File: config.mk
export PLATFORM = sky130hd
export DESIGN_NAME = lccd_timing_gen
export DESIGN_NICKNAME = d
export VERILOG_FILES = /design/src/rtl/lccd_timing_gen.sv
export SDC_FILE = /design/constraint.sdc
export NUM_CORES = 1
export LEC_CHECK = 0
export BUFFER_PORTS_ARGS = -buffer_cell sky130_fd_sc_hd__buf_2
export CAP_MARGIN = 0
export CORE_MARGIN = 1
export CORE_UTILIZATION = 25
export CTS_CLUSTER_DIAMETER = 120
export DETAILED_ROUTE_END_ITERATION = 12
export PLACE_DENSITY_LB_ADDON = 0.25
export SETUP_SLACK_MARGIN = 0.15
export SYNTH_ARGS = -nofsm -noshare
export SYNTH_HDL_FRONTEND = slang
export SYNTH_SLANG_ARGS = --single-unit
export TNS_END_PERCENT = 30
File: constraint.sdc
create_clock -name clk -period 2.4 [get_ports clk]
set_input_delay 0.36 -clock clk [delete_from_list [all_inputs] [get_ports clk]]
set_output_delay 0.36 -clock clk [all_outputs]
set_load 0.01 [all_outputs]
File: src/rtl/lccd_timing_gen.sv
module lccd_timing_gen #(
  parameter int SHIFT_HALF    = 10,
  parameter int RS_START      = 5,
  parameter int RS_WIDTH      = 4,
  parameter int GATE_LEAD     = 4,
  parameter int GATE_LEN      = 4000,
  parameter int GATE_LAG      = 60,
  parameter int DUAL_SHIFTS   = 21610,
  parameter int SINGLE_SHIFTS = 10816
) (
  input  logic       clk,
  input  logic       rst,
  input  logic       single_line,
  input  logic [2:0] gate_mask,
  output logic       gate_r,
  output logic       gate_g,
  output logic       gate_b,
  output logic       xfer_a,
  output logic       xfer_b,
  output logic       xfer_la,
  output logic       xfer_lb,
  output logic       shift_a,
  output logic       shift_b,
  output logic       pix_reset,
  output logic       line_start
);

  localparam int PER   = 2 * SHIFT_HALF;
  localparam int TMAX0 = (GATE_LEAD > GATE_LAG) ? GATE_LEAD : GATE_LAG;
  localparam int TMAX  = (GATE_LEN > TMAX0) ? GATE_LEN : TMAX0;
  localparam int SMAX  = (DUAL_SHIFTS > SINGLE_SHIFTS) ? DUAL_SHIFTS : SINGLE_SHIFTS;
  localparam int TW    = $clog2(TMAX + 1);
  localparam int PW    = $clog2(PER + 1);
  localparam int SW    = $clog2(SMAX + 1);

  localparam logic [TW-1:0] LEAD_LAST = TW'(GATE_LEAD - 1);
  localparam logic [TW-1:0] GATE_LAST = TW'(GATE_LEN - 1);
  localparam logic [TW-1:0] LAG_LAST  = TW'(GATE_LAG - 1);
  localparam logic [PW-1:0] PH_LAST   = PW'(PER - 1);
  localparam logic [PW-1:0] PH_HALF   = PW'(SHIFT_HALF);
  localparam logic [PW-1:0] RS_LO     = PW'(RS_START);
  localparam logic [PW-1:0] RS_HI     = PW'(RS_START + RS_WIDTH);
  localparam logic [SW-1:0] DUAL_LAST = SW'(DUAL_SHIFTS - 1);
  localparam logic [SW-1:0] SGL_LAST  = SW'(SINGLE_SHIFTS - 1);

  typedef enum logic [1:0] {S_LEAD, S_GATE, S_LAG, S_READ} state_t;

  state_t        st;
  logic [TW-1:0] tcnt;
  logic [PW-1:0] ph;
  logic [SW-1:0] pix;
  logic          mode_q;
  logic [2:0]    mask_q;

  wire rd      = (st == S_READ);
  wire gate_win = (st == S_GATE);
  wire ph_hi   = (ph < PH_HALF);
  wire [SW-1:0] pix_last = mode_q ? SGL_LAST : DUAL_LAST;

  always_ff @(posedge clk) begin
    if (rst) begin
      st     <= S_LEAD;
      tcnt   <= '0;
      ph     <= '0;
      pix    <= '0;
      mode_q <= 1'b0;
      mask_q <= 3'b000;
    end else begin
      case (st)
        S_LEAD:
          if (tcnt == LEAD_LAST) begin
            st     <= S_GATE;
            tcnt   <= '0;
            mask_q <= gate_mask;
          end else tcnt <= tcnt + 1'b1;
        S_GATE:
          if (tcnt == GATE_LAST) begin
            st   <= S_LAG;
            tcnt <= '0;
          end else tcnt <= tcnt + 1'b1;
        S_LAG:
          if (tcnt == LAG_LAST) begin
            st     <= S_READ;
            tcnt   <= '0;
            ph     <= '0;
            pix    <= '0;
            mode_q <= single_line;
          end else tcnt <= tcnt + 1'b1;
        default:
          if (ph == PH_LAST) begin
            ph <= '0;
            if (pix == pix_last) begin
              st  <= S_LEAD;
              pix <= '0;
            end else pix <= pix + 1'b1;
          end else ph <= ph + 1'b1;
      endcase
    end
  end

  assign shift_a    = rd ? ph_hi : 1'b1;
  assign shift_b    = ~shift_a;
  assign xfer_a     = rd ? (mode_q ? ph_hi : ~pix[0]) : 1'b1;
  assign xfer_b     = ~xfer_a;
  assign xfer_la    = xfer_a;
  assign xfer_lb    = ~xfer_a;
  assign pix_reset  = rd && (ph >= RS_LO) && (ph < RS_HI);
  assign line_start = rd && (ph == '0) && (pix == '0);
  assign gate_r     = gate_win & mask_q[0];
  assign gate_g     = gate_win & mask_q[1];
  assign gate_b     = gate_win & mask_q[2];


  gate_in_hold_chk: assert property (@(posedge clk) disable iff (rst)
    (gate_r || gate_g || gate_b) |-> (xfer_a && shift_a && !pix_reset));


  lag_hold_chk: assert property (@(posedge clk) disable iff (rst)
    $fell(gate_win) |-> (xfer_a && !line_start && !pix_reset));


  strobe_single_chk: assert property (@(posedge clk) disable iff (rst)
    line_start |=> !line_start);


  mode_hold_chk: assert property (@(posedge clk) disable iff (rst)
    !line_start |-> $stable(mode_q));


  mask_hold_chk: assert property (@(posedge clk) disable iff (rst)
    (gate_win && $past(gate_win)) |-> $stable({gate_b, gate_g, gate_r}));


  dual_step_chk: assert property (@(posedge clk) disable iff (rst)
    (rd && $past(rd) && !mode_q && !$stable(xfer_a)) |-> $rose(shift_a));

endmodule

==> results.json <==
{
  "yosysTopAreaCellShare_pct": 32.20,
  "status": "finished clean",
  "synth.most_common_cell": "dfxtp_1",
  "clkTransAtPathRegs_ns": 0.08,
  "yosysWarningCount": 0,
  "cp-start-kind": "flip-flop",
  "overflow": 0,
  "wl_um": 6217,
  "yosysTopAreaCell": "dfxtp_1",
  "wire_per_inst_um": 13.66,
  "htree_levels": 2,
  "fin_cells": 455,
  "die_area_um2": 9842,
  "ys_seq_area_share_pct": 32.20,
  "fillCellCount": 1012,
  "layout-drive-gt1-share_pct": 18.90,
  "tritoncts": "built",
  "clkLatencyLatePin_ns": 0.29,
  "yosys-top-cells-area": "dfxtp_1 (32%), ha_1 (5.8%), nand2_1 (5.1%)",
  "avgSynthCellArea_um2": 7.670,
  "cp_data_arrival_time_ns": 2.37,
  "cts_max_path_buffers": 2,
  "reg2reg_depth": 7,
  "cts_hold_buf": 0,
  "grt_setup_unrepaired": "true",
  "async_flop_share_pct": 0,
  "drt_pre_antenna_iters": 4,
  "path_class": "reg -> reg",
  "drt.antenna.violating_nets": 0,
  "route.detailed.drc": 0,
  "finalNetCount": 360,
  "ys_ff_latch": 38,
  "fin_crit_sh_pct": 92.06,
  "hold_path_depth": 3,
  "syn_inst": 308,
  "cap_violations": 0,
  "dp_hpwl_um": 4440,
  "fp.dieW_um": 99.21,
  "synthFlopType": "dfxtp_1",
  "initial_core_util_pct": 25.69,
  "cts_buffers": 5,
  "grt_pass1_vias": 2140,
  "synth_cell_types": 51,
  "dp_cells": 442,
  "tns_ns": 0,
  "slew_viol_final": 0,
  "cp_max_fo": 4,
  "hp-class": "in -> reg",
  "fin_crit_ns": 2.210,
  "grt_use_total_pct": 13.13,
  "drt-vias-per-instance": 5.070,
  "cts.sinks": 38,
  "area_growth_pct": 20.23,
  "drt_iter0_markers": 101,
  "worst_pin_slew_ns": 0.6314,
  "pin_count": 17,
  "grt_pass1_wl_um": 10450,
  "vias": 2307,
  "fp.dieH_um": 99.21,
  "relSlewSlack_pct": 57.75,
  "holdWs_ns": 0.2923,
  "syn_area_um2": 2362,
  "syn-num-nets": 325,
  "grt_max_degree": 32,
  "core_um2": 9196,
  "finalSetupViolCount": 0,
  "p_per_area_nw_per_um2": 699.2,
  "gp_congestion": 0.8147,
  "synth_edf_count": 0,
  "critPathRequiredTime_ns": 2.56,
  "antenna_found_initial": 0,
  "synthTopCellsByCount": "dfxtp_1 (38), nand2_1 (32), nor2_1 (29)",
  "fmax_mhz": 452.6,
  "leakagePower_uw": 0.001098,
  "cts-root-buf": "clkbuf_8",
  "crit_path_end_kind": "flip-flop",
  "finalHoldViolCount": 0,
  "ir_worst_vdd_v": 0.0002592,
  "fp-row-count": 35,
  "n_antenna_cell": 0,
  "portBuffers": 16,
  "finalClockSkew_ns": 0.005997
}
## layout make-up
type	count	area, µm²	area share (%)
Clock buffer	7	86.33	3.040
Tap cell	111	138.9	4.890
Inverter	19	71.32	2.511
Timing Repair Buffer	40	260.3	9.163
Clock inverter	1	5.005	0.1762
Sequential cell	38	770.7	27.14
Multi-Input combinational cell	239	1508	53.08
## final timing paths
| path | start | endpoint | slack (ns) |
|---|---|---|---|
| hold reg to reg | mask_q[0] | mask_q[0] | 0.49 |
| setup / recovery | tcnt[0] | st[1] | 0.19 |
| hold / removal | gate_mask[0] | mask_q[0] | 0.29 |
| setup reg to reg | tcnt[0] | st[1] | 0.19 |
## registers in the layout (all words and copies together) (netlist names)
register	count
tcnt	12
ph	5
st	2
mask_q	3
mode_q	1
pix	15
## worst max-delay path, stage by stage, from the launching register on
cell	delay [ns]
dfxtp_4	0.38
ha_4	0.13
or4b_4	0.45
o31a_1	0.36
or2_4	0.27
a211oi_4	0.23
mux2i_1	0.20
nor2_1	0.05
## placed cells by master (no fill, tap or decap), types with 11 or more instances in the layout
master | netlist | layout
o21ai_0 | 17 | 17
buf_4 | 2 | 24
buf_2 | 2 | 16
nand3_1 | 11 | 11
nand2_1 | 32 | 32
a21oi_1 | 17 | 17
nor3_1 | 16 | 15
dfxtp_1 | 38 | 34
nor2_1 | 29 | 29
inv_1 | 19 | 19
## where the power goes
group	internal, µW	switching (µW)
combinational	357	415
clock	232	246
sequential	688	47.5
total	1280	709
## cells by family after synthesis
logic type | Yosys count | share of synthesized area [%]
flops | 38 | 32.20
xor+xnor | 2 | 0.7417
fa+ha+maj | 11 | 5.826
compound gates | 70 | 19.28
simple gates | 149 | 33.64
mux | 7 | 2.966
buf+inv | 31 | 5.350
## routing by layer
layer  track usage, %  share of wire (%)  vias up
li1                 -                  -     1186
met1            17.65                 50     1073
met2            20.78                 45       40
met3            2.600                2.7        8
met4            4.864                1.7        0
met5                0                  0        -
## through the flow
stage          power, µW  util [%]  setup slack [ns]  cell area [µm²]
2_1_floorplan       1217         -            0.1586             2362
3_3_place_gp        1416     29.02            0.1019             2669
3_5_place_dp        1416     29.02           0.01743             2669
4_1_cts             1927     30.26            0.1437             2783
5_1_grt             2129     30.88           0.09842             2840
6_report            1986     30.88            0.1905             2840
## timing repair
item,CTS,global route
buffers inserted,2,3
pin swaps,2,3
endpoints found under the setup margin,9,30
gates resized for setup,2,11
(Power assumes the default switching activity.)
